**config.mk**
```make
export PLATFORM = sky130hd
export DESIGN_NAME = trig_live_latch
export DESIGN_NICKNAME = d
export VERILOG_FILES = /design/src/rtl/tll_pkg.sv /design/src/rtl/tll_sync.sv /design/src/rtl/tll_gate_gen.sv /design/src/rtl/tll_charge_fc.sv /design/src/rtl/tll_live_fsm.sv /design/src/rtl/trig_live_latch.sv
export SDC_FILE = /design/constraint.sdc
export NUM_CORES = 1
export LEC_CHECK = 0
export ABC_AREA = 1
export BUFFER_PORTS_ARGS = -buffer_cell sky130_fd_sc_hd__clkbuf_2
export CORE_UTILIZATION = 50
export CTS_BUF_LIST = sky130_fd_sc_hd__clkbuf_16
export DETAILED_ROUTE_END_ITERATION = 10
export PLACE_DENSITY = 0.8
export SETUP_SLACK_MARGIN = 0.4
export SLEW_MARGIN = 20
export SYNTH_ARGS = -nofsm -noshare
export SYNTH_HDL_FRONTEND = slang
export SYNTH_HIERARCHICAL = 1
export SYNTH_SLANG_ARGS = --single-unit
```
**constraint.sdc**
```tcl
create_clock -name clk -period 1.5 [get_ports clk]
set_input_delay 0.3 -clock clk [delete_from_list [all_inputs] [get_ports clk]]
set_output_delay 0.3 -clock clk [all_outputs]
set_load 0.05 [all_outputs]
```
**src/rtl/tll_pkg.sv**
```systemverilog
package tll_pkg;

    typedef enum logic [1:0] {
        LV_IDLE = 2'd0,
        LV_ARM  = 2'd1,
        LV_HOLD = 2'd2
    } live_st_t;

    typedef enum logic [1:0] {
        CG_IDLE = 2'd0,
        CG_OPEN = 2'd1,
        CG_FCLR = 2'd2
    } chg_st_t;

    typedef enum logic {
        PG_IDLE = 1'b0,
        PG_ON   = 1'b1
    } pg_st_t;

endpackage

```
**src/rtl/tll_sync.sv**
```systemverilog
module tll_sync #(
    parameter int W = 1
) (
    input  logic         clk,
    input  logic         rst_n,
    input  logic [W-1:0] d,
    output logic [W-1:0] q
);

    logic [W-1:0] stage1;

    always_ff @(posedge clk) begin
        if (!rst_n) begin
            stage1 <= '0;
            q      <= '0;
        end else begin
            stage1 <= d;
            q      <= stage1;
        end
    end

endmodule

```
**src/rtl/tll_gate_gen.sv**
```systemverilog
module tll_gate_gen
    import tll_pkg::*;
#(
    parameter int WW = 8
) (
    input  logic          clk,
    input  logic          rst_n,
    input  logic          start,
    input  logic [WW-1:0] width,
    output logic          gate
);

    pg_st_t        state_q, state_d;
    logic [WW-1:0] cnt_q, cnt_d;

    always_comb begin
        state_d = state_q;
        cnt_d   = cnt_q;
        unique case (state_q)
            PG_IDLE: begin
                if (start && (width != '0)) begin
                    state_d = PG_ON;
                    cnt_d   = width;
                end
            end
            PG_ON: begin
                if (cnt_q == WW'(1)) begin
                    state_d = PG_IDLE;
                end else begin
                    cnt_d = cnt_q - 1'b1;
                end
            end
            default: state_d = PG_IDLE;
        endcase
    end

    always_ff @(posedge clk) begin
        if (!rst_n) begin
            state_q <= PG_IDLE;
            cnt_q   <= '0;
        end else begin
            state_q <= state_d;
            cnt_q   <= cnt_d;
        end
    end

    always_comb begin
        gate = (state_q == PG_ON);
    end


    gate_from_start_chk: assert property (@(posedge clk) disable iff (!rst_n)
        $rose(gate) |-> $past(start));


    zero_width_chk: assert property (@(posedge clk) disable iff (!rst_n)
        (start && (width == '0) && !gate) |=> !gate);

endmodule

```
**src/rtl/tll_charge_fc.sv**
```systemverilog
module tll_charge_fc
    import tll_pkg::*;
#(
    parameter int WW = 8
) (
    input  logic          clk,
    input  logic          rst_n,
    input  logic          prim_rise,
    input  logic          run_en,
    input  logic          accept,
    input  logic [WW-1:0] width,
    output logic          gate,
    output logic          fast_clear
);

    chg_st_t       state_q, state_d;
    logic [WW-1:0] cnt_q, cnt_d;
    logic          seen_q, seen_d;

    always_comb begin
        state_d = state_q;
        cnt_d   = cnt_q;
        seen_d  = seen_q;
        unique case (state_q)
            CG_IDLE: begin
                if (prim_rise && run_en && (width != '0)) begin
                    state_d = CG_OPEN;
                    cnt_d   = width;
                    seen_d  = accept;
                end
            end
            CG_OPEN: begin
                seen_d = seen_q | accept;
                if (cnt_q == WW'(1)) begin
                    state_d = (seen_q | accept) ? CG_IDLE : CG_FCLR;
                end else begin
                    cnt_d = cnt_q - 1'b1;
                end
            end
            CG_FCLR: state_d = CG_IDLE;
            default: state_d = CG_IDLE;
        endcase
    end

    always_ff @(posedge clk) begin
        if (!rst_n) begin
            state_q <= CG_IDLE;
            cnt_q   <= '0;
            seen_q  <= 1'b0;
        end else begin
            state_q <= state_d;
            cnt_q   <= cnt_d;
            seen_q  <= seen_d;
        end
    end

    always_comb begin
        gate       = (state_q == CG_OPEN);
        fast_clear = (state_q == CG_FCLR);
    end


    fc_after_gate_chk: assert property (@(posedge clk) disable iff (!rst_n)
        fast_clear |-> $fell(gate));


    fc_single_chk: assert property (@(posedge clk) disable iff (!rst_n)
        fast_clear |=> !fast_clear);


    chg_run_chk: assert property (@(posedge clk) disable iff (!rst_n)
        (!gate && !fast_clear && !run_en) |=> !gate);

endmodule

```
**src/rtl/tll_live_fsm.sv**
```systemverilog
module tll_live_fsm
    import tll_pkg::*;
#(
    parameter int ARM_CYC = 10
) (
    input  logic clk,
    input  logic rst_n,
    input  logic raw_rise,
    input  logic busy_any,
    input  logic run_en,
    input  logic clr_busy,
    output logic accept,
    output logic enter_live,
    output logic live
);

    localparam int CW = (ARM_CYC > 1) ? $clog2(ARM_CYC) : 1;

    live_st_t      state_q, state_d;
    logic [CW-1:0] cnt_q, cnt_d;
    logic          busy_prev_q;
    logic          busy_fall;

    always_comb begin
        busy_fall = busy_prev_q && !busy_any;
    end

    always_comb begin
        state_d    = state_q;
        cnt_d      = cnt_q;
        accept     = 1'b0;
        enter_live = 1'b0;
        unique case (state_q)
            LV_IDLE: begin
                if (raw_rise && !busy_any && run_en) begin
                    accept  = 1'b1;
                    state_d = LV_ARM;
                    cnt_d   = CW'(ARM_CYC - 1);
                end
            end
            LV_ARM: begin
                if (cnt_q == '0) begin
                    state_d    = LV_HOLD;
                    enter_live = 1'b1;
                end else begin
                    cnt_d = cnt_q - 1'b1;
                end
            end
            LV_HOLD: begin
                if (clr_busy || busy_fall) begin
                    state_d = LV_IDLE;
                end
            end
            default: state_d = LV_IDLE;
        endcase
    end

    always_ff @(posedge clk) begin
        if (!rst_n) begin
            state_q     <= LV_IDLE;
            cnt_q       <= '0;
            busy_prev_q <= 1'b0;
        end else begin
            state_q     <= state_d;
            cnt_q       <= cnt_d;
            busy_prev_q <= busy_any;
        end
    end

    always_comb begin
        live = (state_q == LV_HOLD);
    end


    busy_veto_chk: assert property (@(posedge clk) disable iff (!rst_n)
        ((state_q == LV_IDLE) && busy_any) |=> (state_q == LV_IDLE));


    run_block_chk: assert property (@(posedge clk) disable iff (!rst_n)
        ((state_q == LV_IDLE) && !run_en) |=> (state_q == LV_IDLE));


    hold_busy_chk: assert property (@(posedge clk) disable iff (!rst_n)
        (live && busy_any && !clr_busy) |=> live);


    clr_release_chk: assert property (@(posedge clk) disable iff (!rst_n)
        (live && clr_busy) |=> !live);


    arm_steady_chk: assert property (@(posedge clk) disable iff (!rst_n)
        (state_q == LV_ARM) |=> (state_q != LV_IDLE));

endmodule

```
**src/rtl/trig_live_latch.sv**
```systemverilog
module trig_live_latch #(
    parameter int NBUSY   = 7,
    parameter int WW      = 8,
    parameter int ARM_CYC = 10
) (
    input  logic             clk,
    input  logic             rst_n,
    input  logic             raw_trig,
    input  logic             prim_src,
    input  logic [NBUSY-1:0] busy_in,
    input  logic             clr_busy,
    input  logic             run_en,
    input  logic [WW-1:0]    adc_width,
    input  logic [WW-1:0]    tdc_width,
    input  logic [WW-1:0]    creg_width,
    input  logic [WW-1:0]    chg_width,
    output logic             live,
    output logic             adc_gate,
    output logic             tdc_start,
    output logic             creg_gate,
    output logic             chg_gate,
    output logic             fast_clear
);

    localparam int NIN = NBUSY + 4;
    localparam int NG  = 3;

    logic [NIN-1:0]   sync_d, sync_q;
    logic [NBUSY-1:0] busy_s;
    logic             raw_s, prim_s, clr_s, run_s;
    logic             raw_prev_q, prim_prev_q;
    logic             raw_rise, prim_rise, busy_any;
    logic             accept, enter_live;
    logic [WW-1:0]    width_arr [NG];
    logic [NG-1:0]    gate_vec;

    always_comb begin
        sync_d = {run_en, clr_busy, prim_src, raw_trig, busy_in};
    end

    tll_sync #(.W(NIN)) sync_i (
        .clk   (clk),
        .rst_n (rst_n),
        .d     (sync_d),
        .q     (sync_q)
    );

    always_comb begin
        busy_s    = sync_q[NBUSY-1:0];
        raw_s     = sync_q[NBUSY];
        prim_s    = sync_q[NBUSY+1];
        clr_s     = sync_q[NBUSY+2];
        run_s     = sync_q[NBUSY+3];
        busy_any  = |busy_s;
        raw_rise  = raw_s && !raw_prev_q;
        prim_rise = prim_s && !prim_prev_q;
    end

    always_ff @(posedge clk) begin
        if (!rst_n) begin
            raw_prev_q  <= 1'b0;
            prim_prev_q <= 1'b0;
        end else begin
            raw_prev_q  <= raw_s;
            prim_prev_q <= prim_s;
        end
    end

    tll_live_fsm #(.ARM_CYC(ARM_CYC)) live_i (
        .clk        (clk),
        .rst_n      (rst_n),
        .raw_rise   (raw_rise),
        .busy_any   (busy_any),
        .run_en     (run_s),
        .clr_busy   (clr_s),
        .accept     (accept),
        .enter_live (enter_live),
        .live       (live)
    );

    always_comb begin
        width_arr[0] = adc_width;
        width_arr[1] = tdc_width;
        width_arr[2] = creg_width;
    end

    for (genvar g = 0; g < NG; g++) begin : g_gate
        tll_gate_gen #(.WW(WW)) gen_i (
            .clk   (clk),
            .rst_n (rst_n),
            .start (enter_live),
            .width (width_arr[g]),
            .gate  (gate_vec[g])
        );
    end

    always_comb begin
        adc_gate  = gate_vec[0];
        tdc_start = gate_vec[1];
        creg_gate = gate_vec[2];
    end

    tll_charge_fc #(.WW(WW)) chg_i (
        .clk        (clk),
        .rst_n      (rst_n),
        .prim_rise  (prim_rise),
        .run_en     (run_s),
        .accept     (accept),
        .width      (chg_width),
        .gate       (chg_gate),
        .fast_clear (fast_clear)
    );


    gates_need_live_chk: assert property (@(posedge clk) disable iff (!rst_n)
        ($rose(adc_gate) || $rose(tdc_start) || $rose(creg_gate)) |-> $rose(live));

endmodule

```
==> metrics.txt <==
# TYPE chip_impl_metric gauge
chip_impl_info{name="run_status",value="finished, final reports clean"} 1
chip_impl_metric{name="final_min_period_over_clock_period",unit="%"} 99.7
chip_impl_metric{name="ports",unit=""} 51
chip_impl_metric{name="grt_overflow_total",unit=""} 0
chip_impl_metric{name="nets",unit=""} 747
chip_impl_metric{name="stdcell_area",unit="µm²"} 5460
chip_impl_info{name="most-common-layout-cells",value="124 x nand2_1, 92 x inv_1, 63 x nor2_1, 44 x dfxtp_1, 44 x clkbuf_2"} 1
chip_impl_metric{name="ff_latch_area",unit="µm²"} 1430
chip_impl_metric{name="grt_antenna_before_repair",unit=""} 0
chip_impl_metric{name="first_global_vias",unit=""} 3905
chip_impl_metric{name="worstPathMaxFanout",unit=""} 4
chip_impl_metric{name="finalWirelength",unit="µm"} 11400
chip_impl_metric{name="clk_pin_slew_worst_paths",unit="ns"} 0.06
chip_impl_metric{name="leakage",unit="nW"} 2.69
chip_impl_metric{name="finalCriticalPeriod",unit="ns"} 1.50
chip_impl_metric{name="fillCellCount",unit=""} 493
chip_impl_metric{name="cts.sink_count",unit=""} 69
chip_impl_metric{name="power_switching_share",unit="%"} 25.1
chip_impl_metric{name="cp.buffers_inverters",unit=""} 2
chip_impl_metric{name="final_core_utilization",unit="%"} 74.1
chip_impl_metric{name="synthesis.yosys.warnings",unit=""} 6
chip_impl_metric{name="htree_num_levels",unit=""} 3
chip_impl_metric{name="largest_net_degree_at_the_start_of_global_routing",unit=""} 21
chip_impl_metric{name="io_buffer_count",unit=""} 50
chip_impl_metric{name="total_switching_power",unit="mW"} 1.09
chip_impl_metric{name="synth_seq_cells",unit=""} 69
chip_impl_metric{name="largest_voltage_drop_on_the_vdd_net",unit="V"} 0.000646
chip_impl_info{name="startpoint_type",value="register"} 1
chip_impl_metric{name="drv_cap",unit=""} 0
chip_impl_metric{name="worst_ep_arrival_time",unit="ns"} 1.74
chip_impl_metric{name="hold_viol",unit=""} 0
chip_impl_metric{name="power-per-cell-area",unit="nW/µm²"} 796
chip_impl_metric{name="placementRows",unit=""} 31
chip_impl_metric{name="initial_core_util",unit="%"} 52.3
chip_impl_metric{name="synth_seq_area_share",unit="%"} 35.8
chip_impl_metric{name="route.detailed.vias_per_inst",unit=""} 5.31
chip_impl_info{name="critical_path.top_delay_family",value="simple AND/OR/NAND/NOR gates"} 1
chip_impl_info{name="worstHoldPathType",value="in -> reg"} 1
chip_impl_metric{name="power_frac_comb",unit="%"} 8.8
chip_impl_metric{name="worstPathRequired",unit="ns"} 1.75
chip_impl_info{name="final_common_cell",value="nand2_1"} 1
chip_impl_metric{name="p_int",unit="mW"} 3.25
chip_impl_metric{name="firstDrtPassIters",unit=""} 5
chip_impl_info{name="timing.critical_path.slowest_stage_cell",value="dfxtp_2"} 1
chip_impl_metric{name="globalplace.congestion",unit=""} 0.888
chip_impl_metric{name="worst_margin_pin_slew",unit="ns"} 0.330
chip_impl_metric{name="netlist_instances",unit=""} 590
chip_impl_metric{name="layout-area-overhead-vs-synth",unit="%"} 41.6
chip_impl_metric{name="setup_violations",unit=""} 0
chip_impl_metric{name="post_route_cells_drive_above_1_share",unit="%"} 38.9
chip_impl_metric{name="drc_errors",unit=""} 0
chip_impl_metric{name="core",unit="µm²"} 7370
chip_impl_info{name="tritoncts",value="yes"} 1
chip_impl_metric{name="detail-route-antenna-nets",unit=""} 0
chip_impl_metric{name="clkPwrFrac",unit="%"} 47.6
chip_impl_metric{name="postSynthNetCount",unit=""} 645
chip_impl_metric{name="worst_setup_skew_after_layout",unit="ns"} 0.00378
chip_impl_metric{name="wire_per_inst",unit="µm"} 14.4
chip_impl_metric{name="synth_area",unit="µm²"} 3850
chip_impl_metric{name="synth.lib_cells_used.distinct",unit=""} 27
chip_impl_metric{name="achievable_freq",unit="MHz"} 669
chip_impl_metric{name="floorplan.die_area",unit="µm²"} 8060
chip_impl_metric{name="maxSlewViolCount",unit=""} 0
chip_impl_metric{name="drt-initial-drc-count",unit=""} 240
chip_impl_info{name="rsz0062_at_grt",value="yes"} 1
chip_impl_metric{name="global_route_wire_length_before_repair",unit="µm"} 16700
chip_impl_metric{name="hold_ws",unit="ns"} 0.149
chip_impl_metric{name="antenna-diode-count",unit=""} 0
chip_impl_metric{name="via_count",unit=""} 4223
chip_impl_metric{name="dieWidth",unit="µm"} 89.8
chip_impl_metric{name="max-clock-path-buffers",unit=""} 2
chip_impl_metric{name="syn-mean-instance-area",unit="µm²"} 6.53
chip_impl_metric{name="detailed_place_hpwl",unit="µm"} 6160
chip_impl_metric{name="sequentialPowerShare",unit="%"} 43.6
chip_impl_metric{name="grt.total_usage",unit="%"} 25.4
chip_impl_info{name="cts-root-buf",value="clkbuf_16"} 1
chip_impl_metric{name="multi_input_area",unit="µm²"} 2390
chip_impl_metric{name="worst_slew_margin_rel",unit="%"} 77.9
chip_impl_metric{name="max_stage_delay",unit="ns"} 0.33
chip_impl_info{name="critical-path-top-cell-by-count",value="inv_2"} 1
chip_impl_metric{name="instances_no_fill",unit=""} 796
chip_impl_info{name="worst_setup_path_end_kind",value="register"} 1
chip_impl_metric{name="dpl.cell_count",unit=""} 743
chip_impl_metric{name="number_of_clock_buffers_inserted_by_tritoncts",unit=""} 9
chip_impl_metric{name="clock_latency",unit="ns"} 0.33
chip_impl_metric{name="placement.cell_area",unit="µm²"} 4340
chip_impl_metric{name="fin_total_pwr",unit="mW"} 4.34
chip_impl_info{name="crit_type",value="reg -> reg"} 1
chip_impl_metric{name="chipHeight",unit="µm"} 89.8
chip_impl_info{name="path_cells",value="inv_2, ha_4, nand4_1, inv_2, nand3_4, nand2_2, a21oi_1, nor2_1"} 1
cells in the mapped netlist:
cell type / n / share of area (%)
nand2_1: 138 / 13
inv_1: 110 / 11
nor2_1: 82 / 8.0
dfxtp_1: 69 / 36
nand3_1: 48 / 6.2
o21ai_0: 35 / 4.5
a21oi_1: 19 / 2.5
o21ai_1: 12 / 1.6
ha_1: 10 / 3.2
nand2_2: 10 / 1.6
nand4_1: 8 / 1.3
buf_6: 5 / 1.5
inv_2: 5 / 0.49
a21oi_2: 4 / 0.91
nand3_2: 4 / 1.0
nor2_2: 4 / 0.65
o21ai_4: 4 / 1.7
o22ai_1: 4 / 0.65
and2_1: 3 / 0.49
buf_4: 3 / 0.58
nand2_4: 3 / 0.88
nor2_4: 3 / 0.88
or2_2: 3 / 0.49
buf_1: 1 / 0.097
buf_2: 1 / 0.13
nor2_8: 1 / 0.52
nor3_1: 1 / 0.13
area by class of cell:
| type | count | share of cell area [%] |
|---|---|---|
| Multi-Input combinational cell | 397 | 43.7 |
| Timing Repair Buffer | 100 | 14.2 |
| Tap cell | 99 | 2.27 |
| Sequential cell | 69 | 26.1 |
| Inverter | 115 | 8.37 |
| Clock inverter | 6 | 0.779 |
| Clock buffer | 10 | 4.58 |
power groups by stage:
stage	clock network [mW]	registers, mW	logic [mW]
finish	2.07	1.89	0.383
global placement	0	1.93	0.304
floorplan	0	1.93	0.196
detailed placement	0	1.93	0.313
global route	2.17	1.90	0.425
CTS	2.06	1.89	0.339
kinds of logic after synthesis:
family          count (synthesis)  synth area share, %
simple gates                  308                 35.6
buf+inv                       125                 13.5
fa+ha+maj                      10                 3.25
compound gates                 78                 11.8
flops                          69                 35.8
timing repair:
action,in CTS,in global routing
setup buffers,28,8
hold buffers,0,0
setup endpoints to repair,49,50
cloned,1,0
pin swaps,28,36
gates resized for setup,64,85
sequential cells by signal, indices dropped and copies added, names as in the netlist, 2 cells and up:
name                count
sync_i/q               11
sync_i/stage1          11
live_i/cnt_q            4
g_gate.gen_i/gate       3
chg_i/cnt_q             8
live_i/state_q          2
g_gate.gen_i/cnt_q     24
chg_i/state_q           2
through the flow:
stage / setup WS (ns) / TNS [ns]
2_1_floorplan: 0.232 / 0
3_3_place_gp: 0.0922 / 0
3_5_place_dp: 0.0409 / 0
4_1_cts: 0.152 / 0
5_1_grt: -0.0394 / -0.269
6_report: 0.00441 / 0
worst paths after layout:
path	start	end	slack, ns	depth (start not counted)
setup / recovery	live_i/cnt_q[0]	g_gate[2].gen_i/cnt_q[5]	0.004	8
hold / removal	busy_in[1]	sync_i/stage1[1]	0.15	3
setup reg to reg	live_i/cnt_q[0]	g_gate[2].gen_i/cnt_q[5]	0.004	8
hold reg to reg	sync_i/stage1[1]	sync_i/q[1]	0.41	2
routing by layer:
metal,wire [µm],track usage [%]
met5,0,0
met4,595,13.3
met3,676,4.65
met1,4430,28.6
met2,5730,45.3
tightest hold or removal path: stages:
cell and delay, ns:
clkbuf_2 0.07, nand2_1 0.04, inv_1 0.04
Power figures use the tool's default switching activity.
